==> src/rtl/cde_pkg.sv <==
package cde_pkg;
  typedef enum logic [2:0] {
    ST_IDLE, ST_FETCH, ST_ARB, ST_READ, ST_WRITE, ST_POST
  } cde_state_e;

  localparam int WORD_W      = 32;
  localparam int CMD_SRC_INC = 31;
  localparam int CMD_DST_INC = 30;
  localparam int CMD_FLOW_S  = 29;
  localparam int CMD_FLOW_T  = 28;
  localparam int CMD_START_E = 22;
  localparam int CMD_END_E   = 21;

  // Fetch base: 16-byte aligned, +32 when the branch bit meets compare status.
  function automatic logic [WORD_W-1:0] fetch_base(input logic [WORD_W-1:0] ptr,
                                                   input logic cmp);
    logic [WORD_W-1:0] base;
    base = {ptr[WORD_W-1:4], 4'b0000};
    if (ptr[1] && cmp) base = base + WORD_W'(32);
    return base;
  endfunction
endpackage

==> src/rtl/cde_cmd_decode.sv <==
module cde_cmd_decode #(
  parameter int LEN_W = 13,
  parameter int CW    = 6
) (
  input  logic [31:0]      cmd_i,
  output logic [LEN_W-1:0] len_o,
  output logic [2:0]       wbytes_o,
  output logic [1:0]       wcode_o,
  output logic [CW-1:0]    bsize_o,
  output logic             src_inc_o,
  output logic             dst_inc_o,
  output logic             flow_o,
  output logic             start_ie_o,
  output logic             end_ie_o
);
  import cde_pkg::*;

  logic unused_cmd_bits;
  assign unused_cmd_bits = ^{cmd_i[27:23], cmd_i[20:18], cmd_i[13]};

  assign len_o = cmd_i[LEN_W-1:0];

  always_comb begin
    unique case (cmd_i[15:14])
      2'd2:    begin wbytes_o = 3'd2; wcode_o = 2'd1; end
      2'd3:    begin wbytes_o = 3'd4; wcode_o = 2'd2; end
      default: begin wbytes_o = 3'd1; wcode_o = 2'd0; end
    endcase
  end

  assign bsize_o    = CW'(4) << cmd_i[17:16];
  assign src_inc_o  = cmd_i[CMD_SRC_INC];
  assign dst_inc_o  = cmd_i[CMD_DST_INC];
  assign flow_o     = cmd_i[CMD_FLOW_S] | cmd_i[CMD_FLOW_T];
  assign start_ie_o = cmd_i[CMD_START_E];
  assign end_ie_o   = cmd_i[CMD_END_E];
endmodule

==> src/rtl/cde_burst_buf.sv <==
module cde_burst_buf #(
  parameter int BYTES = 32,
  localparam int IW   = $clog2(BYTES)
) (
  input  logic          clk_i,
  input  logic          rst_ni,
  input  logic          wr_en_i,
  input  logic [IW-1:0] wr_idx_i,
  input  logic [2:0]    wr_bytes_i,
  input  logic [31:0]   wr_data_i,
  input  logic [IW-1:0] rd_idx_i,
  input  logic [2:0]    rd_bytes_i,
  output logic [31:0]   rd_data_o
);
  logic [8*BYTES-1:0] flat;

  for (genvar b = 0; b < BYTES; b++) begin : g_byte
    logic [7:0] q;
    logic       sel;
    logic [1:0] lane;
    assign sel  = wr_en_i && (b >= int'(wr_idx_i)) &&
                  (b < int'(wr_idx_i) + int'(wr_bytes_i));
    assign lane = 2'(b - int'(wr_idx_i));
    always_ff @(posedge clk_i) begin
      if (sel) q <= wr_data_i[8*lane +: 8];
    end
    assign flat[8*b +: 8] = q;
  end

  always_comb begin
    rd_data_o = '0;
    for (int k = 0; k < 4; k++) begin
      if (k < int'(rd_bytes_i) && (int'(rd_idx_i) + k) < BYTES)
        rd_data_o[8*k +: 8] = flat[8*(int'(rd_idx_i) + k) +: 8];
    end
  end

  // An element never runs past the end of the buffer.
  assert_buf_in_range_R6: assert property (@(posedge clk_i) disable iff (!rst_ni)
    wr_en_i |-> (int'(wr_idx_i) + int'(wr_bytes_i) <= BYTES));
endmodule

==> src/rtl/chain_dma_engine.sv <==
module chain_dma_engine #(
  parameter int BUF_BYTES = 32,
  parameter int LEN_W     = 13
) (
  input  logic             clk_i,
  input  logic             rst_ni,
  input  logic             start_i,
  input  logic             cfg_nofetch_i,
  input  logic [31:0]      cfg_desc_ptr_i,
  input  logic [31:0]      cfg_src_i,
  input  logic [31:0]      cfg_dst_i,
  input  logic [31:0]      cfg_cmd_i,
  input  logic             cfg_eor_stop_i,
  input  logic             cfg_eor_jump_i,
  input  logic             cmp_status_i,
  input  logic             periph_req_i,
  output logic             mem_valid_o,
  output logic             mem_we_o,
  output logic [31:0]      mem_addr_o,
  output logic [1:0]       mem_size_o,
  output logic [31:0]      mem_wdata_o,
  input  logic             mem_ready_i,
  input  logic [31:0]      mem_rdata_i,
  output logic             run_o,
  output logic             ev_start_o,
  output logic             ev_end_o,
  output logic             ev_stop_o,
  output logic             ev_eor_o,
  output logic [LEN_W-1:0] cur_len_o,
  output logic [31:0]      cur_src_o,
  output logic [31:0]      cur_dst_o
);
  import cde_pkg::*;

  localparam int IW = $clog2(BUF_BYTES);
  localparam int CW = IW + 1;

  // Reset: asserted asynchronously, released through two flops.
  logic [1:0] rst_pipe;
  logic       rst_n;
  always_ff @(posedge clk_i or negedge rst_ni) begin
    if (!rst_ni) rst_pipe <= 2'b00;
    else         rst_pipe <= {rst_pipe[0], 1'b1};
  end
  assign rst_n = rst_pipe[1];

  cde_state_e  state_q, state_d;
  logic        run_q, run_d;
  logic        ev_start_q, ev_start_d, ev_end_q, ev_end_d;
  logic        ev_stop_q, ev_stop_d, ev_eor_q, ev_eor_d;
  logic [31:0] next_q, next_d, src_q, src_d, dst_q, dst_d, cmd_q, cmd_d;
  logic [31:0] fbase_q, fbase_d;
  logic [1:0]  idx_q, idx_d;
  logic [CW-1:0] cnt_q, cnt_d, bsz_q, bsz_d;
  logic        nofetch_q, nofetch_d;

  logic [LEN_W-1:0] len;
  logic [2:0]       wbytes;
  logic [1:0]       wcode;
  logic [CW-1:0]    bsize;
  logic             src_inc, dst_inc, flow, start_ie, end_ie;

  cde_cmd_decode #(.LEN_W(LEN_W), .CW(CW)) u_dec (
    .cmd_i(cmd_q), .len_o(len), .wbytes_o(wbytes), .wcode_o(wcode),
    .bsize_o(bsize), .src_inc_o(src_inc), .dst_inc_o(dst_inc),
    .flow_o(flow), .start_ie_o(start_ie), .end_ie_o(end_ie)
  );

  logic          buf_wr;
  logic [31:0]   buf_rd;
  logic [CW-1:0] cnt_step;
  logic          burst_last;
  logic [31:0]   src_step, dst_step;

  assign cnt_step   = cnt_q + CW'(wbytes);
  assign burst_last = (cnt_step >= bsz_q);
  assign src_step   = src_inc ? 32'(wbytes) : 32'd0;
  assign dst_step   = dst_inc ? 32'(wbytes) : 32'd0;

  cde_burst_buf #(.BYTES(BUF_BYTES)) u_buf (
    .clk_i(clk_i), .rst_ni(rst_n),
    .wr_en_i(buf_wr), .wr_idx_i(cnt_q[IW-1:0]), .wr_bytes_i(wbytes),
    .wr_data_i(mem_rdata_i),
    .rd_idx_i(cnt_q[IW-1:0]), .rd_bytes_i(wbytes), .rd_data_o(buf_rd)
  );

  // Next-state logic
  logic        launch, halt;
  logic [31:0] launch_ptr;
  always_comb begin
    state_d = state_q;  run_d = run_q;
    next_d = next_q;    src_d = src_q;   dst_d = dst_q;  cmd_d = cmd_q;
    fbase_d = fbase_q;  idx_d = idx_q;   cnt_d = cnt_q;  bsz_d = bsz_q;
    nofetch_d = nofetch_q;
    ev_start_d = 1'b0; ev_end_d = 1'b0; ev_stop_d = 1'b0; ev_eor_d = 1'b0;
    buf_wr = 1'b0; launch = 1'b0; halt = 1'b0; launch_ptr = next_q;

    unique case (state_q)
      ST_IDLE: begin
        if (start_i) begin
          run_d     = 1'b1;
          nofetch_d = cfg_nofetch_i;
          next_d    = cfg_desc_ptr_i;
          if (cfg_nofetch_i) begin
            src_d = cfg_src_i; dst_d = cfg_dst_i; cmd_d = cfg_cmd_i;
            state_d = ST_ARB;
          end else begin
            launch = 1'b1; launch_ptr = cfg_desc_ptr_i;
          end
        end
      end
      ST_FETCH: begin
        if (mem_ready_i) begin
          idx_d = idx_q + 2'd1;
          unique case (idx_q)
            2'd0: next_d = mem_rdata_i;
            2'd1: src_d  = mem_rdata_i;
            2'd2: dst_d  = mem_rdata_i;
            default: begin
              cmd_d = mem_rdata_i;
              if (mem_rdata_i[CMD_FLOW_S]) src_d = {src_q[31:2], 2'b00};
              if (mem_rdata_i[CMD_FLOW_T]) dst_d = {dst_q[31:2], 2'b00};
              ev_start_d = mem_rdata_i[CMD_START_E];
              state_d = ST_ARB;
            end
          endcase
        end
      end
      ST_ARB: begin
        if (len == '0) begin
          state_d = ST_POST;
        end else if (!(flow && !periph_req_i)) begin
          bsz_d   = (len < LEN_W'(bsize)) ? CW'(len) : bsize;
          cnt_d   = '0;
          state_d = ST_READ;
        end
      end
      ST_READ: begin
        if (mem_ready_i) begin
          buf_wr = 1'b1;
          src_d  = src_q + src_step;
          cnt_d  = cnt_step;
          if (burst_last) begin
            cnt_d = '0; state_d = ST_WRITE;
          end
        end
      end
      ST_WRITE: begin
        if (mem_ready_i) begin
          dst_d = dst_q + dst_step;
          cnt_d = cnt_step;
          if (burst_last) begin
            cmd_d[LEN_W-1:0] = len - LEN_W'(bsz_q);
            state_d = ST_POST;
          end
        end
      end
      ST_POST: begin
        if (len == '0) begin
          ev_end_d = end_ie;
          if (nofetch_q || next_q[0] || cfg_eor_stop_i) halt = 1'b1;
          else launch = 1'b1;
        end else if (flow && !periph_req_i) begin
          ev_eor_d = 1'b1;
          if (cfg_eor_stop_i)                     halt = 1'b1;
          else if (cfg_eor_jump_i && !nofetch_q)  launch = 1'b1;
          else                                    state_d = ST_ARB;
        end else begin
          state_d = ST_ARB;
        end
      end
      default: state_d = ST_IDLE;
    endcase

    if (launch) begin
      fbase_d = fetch_base(launch_ptr, cmp_status_i);
      idx_d   = 2'd0;
      state_d = ST_FETCH;
    end
    if (halt) begin
      ev_stop_d = 1'b1; run_d = 1'b0; state_d = ST_IDLE;
    end
  end

  // Control registers (reset)
  always_ff @(posedge clk_i or negedge rst_n) begin
    if (!rst_n) begin
      state_q <= ST_IDLE; run_q <= 1'b0;
      ev_start_q <= 1'b0; ev_end_q <= 1'b0; ev_stop_q <= 1'b0; ev_eor_q <= 1'b0;
    end else begin
      state_q <= state_d; run_q <= run_d;
      ev_start_q <= ev_start_d; ev_end_q <= ev_end_d;
      ev_stop_q <= ev_stop_d;   ev_eor_q <= ev_eor_d;
    end
  end

  // Datapath registers (no reset, clock enable)
  logic dp_en;
  assign dp_en = (state_q != ST_IDLE) || start_i;
  always_ff @(posedge clk_i) begin
    if (dp_en) begin
      next_q <= next_d; src_q <= src_d; dst_q <= dst_d; cmd_q <= cmd_d;
      fbase_q <= fbase_d; idx_q <= idx_d; cnt_q <= cnt_d; bsz_q <= bsz_d;
      nofetch_q <= nofetch_d;
    end
  end

  // Memory port
  always_comb begin
    mem_valid_o = 1'b0; mem_we_o = 1'b0; mem_size_o = wcode;
    mem_addr_o  = src_q;
    unique case (state_q)
      ST_FETCH: begin
        mem_valid_o = 1'b1; mem_size_o = 2'd2;
        mem_addr_o  = fbase_q + {28'd0, idx_q, 2'b00};
      end
      ST_READ:  mem_valid_o = 1'b1;
      ST_WRITE: begin mem_valid_o = 1'b1; mem_we_o = 1'b1; mem_addr_o = dst_q; end
      default: ;
    endcase
  end
  assign mem_wdata_o = buf_rd;

  assign run_o      = run_q;
  assign ev_start_o = ev_start_q;
  assign ev_end_o   = ev_end_q;
  assign ev_stop_o  = ev_stop_q;
  assign ev_eor_o   = ev_eor_q;
  assign cur_len_o  = len;
  assign cur_src_o  = src_q;
  assign cur_dst_o  = dst_q;

  // Assertions
  assert_idle_quiet_R1: assert property (@(posedge clk_i) disable iff (!rst_n)
    !run_o |-> !mem_valid_o);

  assert_hold_request_R12: assert property (@(posedge clk_i) disable iff (!rst_n)
    (mem_valid_o && !mem_ready_i) |=>
      (mem_valid_o && $stable(mem_addr_o) && $stable(mem_we_o) && $stable(mem_wdata_o)));

  assert_stop_drops_run_R8: assert property (@(posedge clk_i) disable iff (!rst_n)
    ev_stop_o |-> !run_o);

  assert_flow_hold_R9: assert property (@(posedge clk_i) disable iff (!rst_n)
    (state_q == ST_ARB && flow && !periph_req_i && len != '0) |=> (state_q == ST_ARB));

  assert_eor_needs_flow_R10: assert property (@(posedge clk_i) disable iff (!rst_n)
    ev_eor_o |-> (cmd_q[CMD_FLOW_S] || cmd_q[CMD_FLOW_T]));
endmodule

==> config.mk <==
export PLATFORM = sky130hd
export DESIGN_NAME = chain_dma_engine
export DESIGN_NICKNAME = d
export VERILOG_FILES = /design/src/rtl/cde_pkg.sv /design/src/rtl/cde_cmd_decode.sv /design/src/rtl/cde_burst_buf.sv /design/src/rtl/chain_dma_engine.sv
export SDC_FILE = /design/constraint.sdc
export NUM_CORES = 1
export LEC_CHECK = 0
export ABC_AREA = 0
export BUFFER_PORTS_ARGS = -buffer_cell sky130_fd_sc_hd__buf_2
export CELL_PAD_IN_SITES_DETAIL_PLACEMENT = 2
export CELL_PAD_IN_SITES_GLOBAL_PLACEMENT = 2
export CORE_MARGIN = 4
export CORE_UTILIZATION = 44
export CTS_CLUSTER_DIAMETER = 200
export DETAILED_ROUTE_END_ITERATION = 16
export PLACE_DENSITY = 0.89
export SYNTH_ARGS = -nofsm -noshare
export SYNTH_HDL_FRONTEND = slang
export SYNTH_SLANG_ARGS = --single-unit
==> constraint.sdc <==
create_clock -name clk_i -period 7.45 [get_ports clk_i]
set_input_delay 1.1175 -clock clk_i [delete_from_list [all_inputs] [get_ports clk_i]]
set_output_delay 1.1175 -clock clk_i [all_outputs]
set_load 0.05 [all_outputs]
==> results.yml, run 1 <==
detailed_routing:
  ant_nets: 0
  wl_mm: 140.2
  viasPerCell: 7.347
  vias: 25250
  firstDrtPassIters: 6
  drt_iter0_markers: 3452
  drc: 0
  avgRoutedWirePerCell_um: 40.78
floorplanning:
  die_x_um: 258.5
  dieArea_um2: 66840
  die_h_um: 258.5
  core_area_um2: 61940
  start_util_pct: 44.59
  io_pins: 319
  num_rows: 91
worst_setup_path:
  crit_type: "flip-flop to primary output"
  critPathMaxFanout: 61
  cp-start-kind: "flip-flop"
  critPathCaptureType: "primary output"
  arrival_ns: 4.64
  cp.required_ns: 6.33
status:
  status: "complete, but fails checks"
  violations: "max-capacitance violations, max-slew violations"
synth:
  syn_nets: 2520
  ys_seq_area_share_pct: 46.03
  synth_top_area_cell: "edfxtp_1"
  yosys-top-cells-area: "edfxtp_1 (45%), mux4_2 (17%), mux2i_1 (5.4%), nand2_1 (4.5%), a22oi_1 (2.0%)"
  synth_top_flop_cell: "edfxtp_1"
  synth_edf_count: 415
  yosys.area.top_type_share_pct: 45.12
  synth_area_um2: 27620
  syn_inst: 2316
  synth.distinct_cells: 82
  avgSynthCellArea_um2: 11.93
  ys_warn_count: 0
  synth.ff_latch_count: 425
  async_flop_share_pct: 2.353
timing:
  rsz0062_at_grt: "false"
  hold_violations: 0
  slew_headroom_pct: -1.827
  drv_slew: 6
  finalSetupViolCount: 0
  period_minus_slack_ns: 5.758
  setup_ws_ns: 1.692
  tns_ns: 0
  max_freq_mhz: 173.7
  worstMarginPinSlew_ns: 1.516
  fin_crit_sh_pct: 77.29
  skew_ns: 0.03684
place:
  dp_slack_ns: 2.406
  hpwl_mm: 94.57
  gp_congestion: 0.9853
  numPortBuffers: 306
clocking:
  hold_buffers: 0
  cts.repair.resized: 0
  max-clock-path-buffers: 3
  cts_setup_buffers: 0
  cts.sinks: 425
  cts_tree: "done"
  cts_htree_levels: 2
  numCtsBuffers: 48
  clkTransAtPathRegs_ns: 0.07
  cts_root_buf: "clkbuf_16"
  insertion_delay_ns: 0.63
pwr:
  power.leakage_nw: 11.78
  p_per_area_nw_per_um2: 498.1
  vdd_ir_drop_max_uv: 339.7
final_layout:
  nets: 2758
  drive_above_1_share_pct: 27.55
  layout_common_cells: "edfxtp_1 (415), nand2_1 (329), buf_2 (306), mux4_2 (203), mux2i_1 (149)"
  syn_to_final_growth_pct: 14.89
  final_common_cell: "edfxtp_1"
worst_hold_path:
  min_path_type: "flip-flop to asynchronous set/reset pin"
global_routing:
  grt_use_met2_pct: 67.48
  top_usage_layer: "met2"
  grt_overflow: 0
  grtUsageTotal_pct: 40.88
  use_met3_pct: 9.274
  grt_antenna_before_repair: 8
  grt_pass1_wl_mm: 200.0
  grt_max_degree: 149
  use_met1_pct: 46.77
  grt_pass1_vias: 26950
job:
  cap_violations: 2
-- worst paths after layout --
path,startpoint,to,slack [ns],depth (start not counted)
hold reg to reg,rst_pipe[1],ev_stop_o,0.20,0
min in group clk_i,rst_pipe[0],rst_pipe[1],0.38,0
setup / recovery,cnt_q[1],mem_wdata_o[28],1.69,7
hold / removal,rst_pipe[1],ev_stop_o,0.20,0
max in group asynchronous,rst_pipe[1],state_q[2],6.90,0
setup reg to reg,cnt_q[1],u_buf.g_byte[24].q[2],2.20,10
-- Yosys cell counts (all sizes together), types with 8 or more instances --
cell type,count
edfxtp,415
nand2,330
mux4,203
mux2i,149
nor2,145
clkbuf,109
o21ai,88
buf,75
a22oi,73
a21oi,70
xor2,58
nand3,47
xnor2,45
inv,42
a211oi,34
and3,34
ha,32
nor3,29
and2,28
mux2,24
nand4,24
o211ai,24
a221oi,23
nor2b,19
a21o,15
and4,11
nor4,11
dfrtp,10
nand2b,10
o22ai,10
a31oi,9
or2,8
-- cell families (layout without fill, tap and decap cells) --
group / Yosys count / after routing / synth area share [%]
xor+xnor: 103 / 103 / 3.266
flops: 425 / 425 / 46.03
fa+ha+maj: 36 / 36 / 1.703
other cells: 1 / 9 / 0.01358
compound gates: 431 / 431 / 10.70
mux: 376 / 376 / 22.93
buf+inv: 229 / 505 / 3.520
simple gates: 715 / 715 / 11.84
-- state kept, by name (all words and copies together), names as in the netlist, 2 cells and up --
register and cells:
bsz_q 6, cmd_q 22, cnt_q 6, cur_dst_o 32
cur_src_o 32, fbase_q 28, idx_q 2, next_q 30
rst_pipe 2, state_q 3, u_buf.g_byte.q 256
-- critical path, stage by stage (launching register included) --
cell	delay, ns
edfxtp_1	0.83
buf_4	0.81
nand2b_1	0.42
or2_2	0.34
nor2_1	0.24
a2111oi_0	1.03
nor2_1	0.07
buf_2	0.25
-- area by class of cell --
class	count	area (µm²)
Antenna cell	8	20.02
Clock buffer	55	1257
Clock inverter	33	476.7
Fill cell	5987	30210
Inverter	45	170.2
Multi-Input combinational cell	1662	14010
Sequential cell	425	12710
Tap cell	837	1047
Timing Repair Buffer	372	2039
-- per-stage QoR --
stage | total power [mW] | hold WS (ns) | instances | util (%) | area, µm²
finish | 15.80 | 0.2018 | 3437 | 51.23 | 31730
global route | 16.17 | 0.2178 | 3431 | 51.20 | 31720
CTS | 15.55 | 0.1920 | 3429 | 51.20 | 31710
detailed placement | 12.57 | 0.1569 | 3341 | 48.40 | 29980
global placement | 11.98 | 0.1504 | 3341 | 48.40 | 29980
floorplan | 9.700 | 0.09464 | 2316 | - | 27620
-- power by group --
part / total (mW) / internal (mW) / switching (mW) / leakage (nW)
Combinational: 8.98 / 2.72 / 6.25 / 7.03
Clock: 2.74 / 1.60 / 1.14 / 0.847
Sequential: 4.08 / 3.50 / 0.582 / 3.91
Total: 15.8 / 7.83 / 7.98 / 11.8
-- metal layers --
| layer | up-vias | wire length, µm |
|---|---|---|
| met1 | 12810 | 45550 |
| met2 | 2230 | 65600 |
| met3 | 708 | 15690 |
| met5 | - | 41 |
| li1 | 9501 | - |
| met4 | 6 | 13290 |
Power figures use the tool's default switching activity.
==> run 2: changes to the inputs <==
CORE_UTILIZATION = 36   (was 44)
PLACE_DENSITY = 0.79   (was 0.89)
clock period = 5.2 ns   (was 7.45 ns; I/O delays follow)
==> results.yml, run 2 (synthesis gave the netlist of run 1 again) <==
detailed_routing:
  drt_iter0_markers: 2458
  viasPerCell: 6.457
  vias: 23670
  wl_mm: 129.4
  drc: 0
  avgRoutedWirePerCell_um: 35.29
  firstDrtPassIters: 5
  ant_nets: 0
final_layout:
  drive_above_1_share_pct: 28.08
  syn_to_final_growth_pct: 16.73
  largest_reg_flops: 256
  multi_input_comb_area_um2: 14010
  largest_register: "u_buf.g_byte.q"
  regArea_um2: 12710
  instances_no_fill: 3666
  fin_util_pct: 42.45
  final_common_cell: "edfxtp_1"
  layout_common_cells: "edfxtp_1 (415), nand2_1 (329), buf_2 (294), mux4_2 (203), mux2i_1 (149)"
  nets: 2796
  fillers: 7722
timing:
  skew_ns: 0.03305
  finalSetupViolCount: 0
  worstMarginPinSlew_ns: 1.281
  fin_crit_sh_pct: 93.25
  drv_slew: 0
  rsz0062_at_grt: "false"
  period_minus_slack_ns: 4.849
  tns_ns: 0
  slew_headroom_pct: 14.61
  hold_violations: 0
  max_freq_mhz: 206.2
floorplanning:
  die_x_um: 285.0
  dieArea_um2: 81210
  num_rows: 101
  io_pins: 319
  start_util_pct: 36.37
  core_area_um2: 75950
  die_h_um: 285.0
status:
  status: "complete, no violations"
global_routing:
  grt_pass1_wl_mm: 185.3
  grt_antenna_before_repair: 18
  grt_overflow: 0
  grtUsageTotal_pct: 30.99
  grt_max_degree: 105
  grt_pass1_vias: 25760
worst_setup_path:
  crit_path_start: "cnt_q[2]"
  ff2ff_path_depth: 9
  cp-start-kind: "flip-flop"
  r2r-start: "cmd_q[15]"
  crit_type: "flip-flop to primary output"
  arrival_ns: 4.07
  critPathMaxFanout: 87
  critPathCaptureType: "primary output"
  cp.required_ns: 4.42
pwr:
  total_power_mw: 21.80
  vdd_ir_drop_max_uv: 412.6
  netSwitchingFraction_pct: 49.52
  netSwitchingPower_mw: 10.79
  power.share.sequential_pct: 26.4
  internal_power_mw: 11.00
  p_clk_share_pct: 15.2
  p_comb_share_pct: 58.4
  power.leakage_nw: 11.95
  p_per_area_nw_per_um2: 676.1
clocking:
  cts.sinks: 425
  cts_tree: "done"
  numCtsBuffers: 47
  cts_root_buf: "clkbuf_16"
  clkTransAtPathRegs_ns: 0.07
  cts.repair.resized: 0
  cts_htree_levels: 2
  max-clock-path-buffers: 3
  insertion_delay_ns: 0.62
place:
  placedCellCount: 3572
  numPortBuffers: 306
  hpwl_mm: 95.36
  gp_congestion: 0.9427
worst_hold_path:
  min_path_type: "flip-flop to asynchronous set/reset pin"
job:
  cap_violations: 0
[run 2: changes by cell type in the layout (fill, tap and decap cells not counted), sizes merged]
cell         change
buf             +38
bufinv           -9
clkinv           +7
inv              -2
clkbuf           +1
dlygate4sd3      +1
[run 2: timing repair]
| action | 4_1_cts | 5_1_grt |
|---|---|---|
| hold endpoints to repair | 2 | 0 |
| hold buffers | 1 | 0 |
| buffers inserted | 0 | 0 |
[run 2: layer usage]
layer,share of wire [%],wire length (µm),track usage (%),vias to the layer above
li1,-,-,-,9584
met1,35,45910,36.47,12290
met2,48,61990,51.68,1430
met3,9.7,12500,7.938,357
met4,6.9,8873,17.63,12
met5,0.069,89,0,-
[run 2: final timing paths]
kind / slack [ns] / end
min in group clk_i: 0.36 / rst_pipe[1]
max in group asynchronous: 4.61 / rst_pipe[0]
worst min register to register: 0.16 / ev_end_o
worst max register to register: 1.12 / u_buf.g_byte[19].q[6]
worst min-delay path: 0.16 / ev_end_o
worst max-delay path: 0.35 / mem_wdata_o[29]
[run 2: metrics by stage]
step                      hold slack, ns  area (µm²)  worst slack [ns]
after floorplan                  0.09464       27630            0.1368
after global placement            0.1460       30750             1.103
after detailed placement          0.1666       30750             1.016
after CTS                         0.1602       32220            0.3470
after global routing              0.1918       32220            0.2871
final                             0.1579       32240            0.3510
[run 2: final cells by class]
class	count	share of cell area, %
multi-input cells	1662	43.45
well taps	1030	3.998
repair buffers	411	7.995
diodes	8	0.06210
flip-flops and latches	425	39.43
inverters	45	0.5278
clock buffers	56	3.819
clock inverters	29	0.7141
[run 2: power groups by stage]
stage | combinational (mW) | sequential (mW) | clock [mW]
final | 12.7 | 5.75 | 3.32
after global routing | 13.4 | 5.80 | 3.48
after CTS | 12.6 | 5.73 | 3.34
after detailed placement | 12.5 | 5.79 | 0
after global placement | 12.1 | 5.73 | 0
after floorplan | 7.89 | 6.01 | 0
[run 2: critical path, stage by stage (launching register included)]
cell      delay, ns
edfxtp_1       0.56
buf_12         0.45
nand2b_1       0.37
or2_2          0.53
o21bai_1       0.86
buf_4          0.31
a21oi_1        0.07
buf_2          0.23
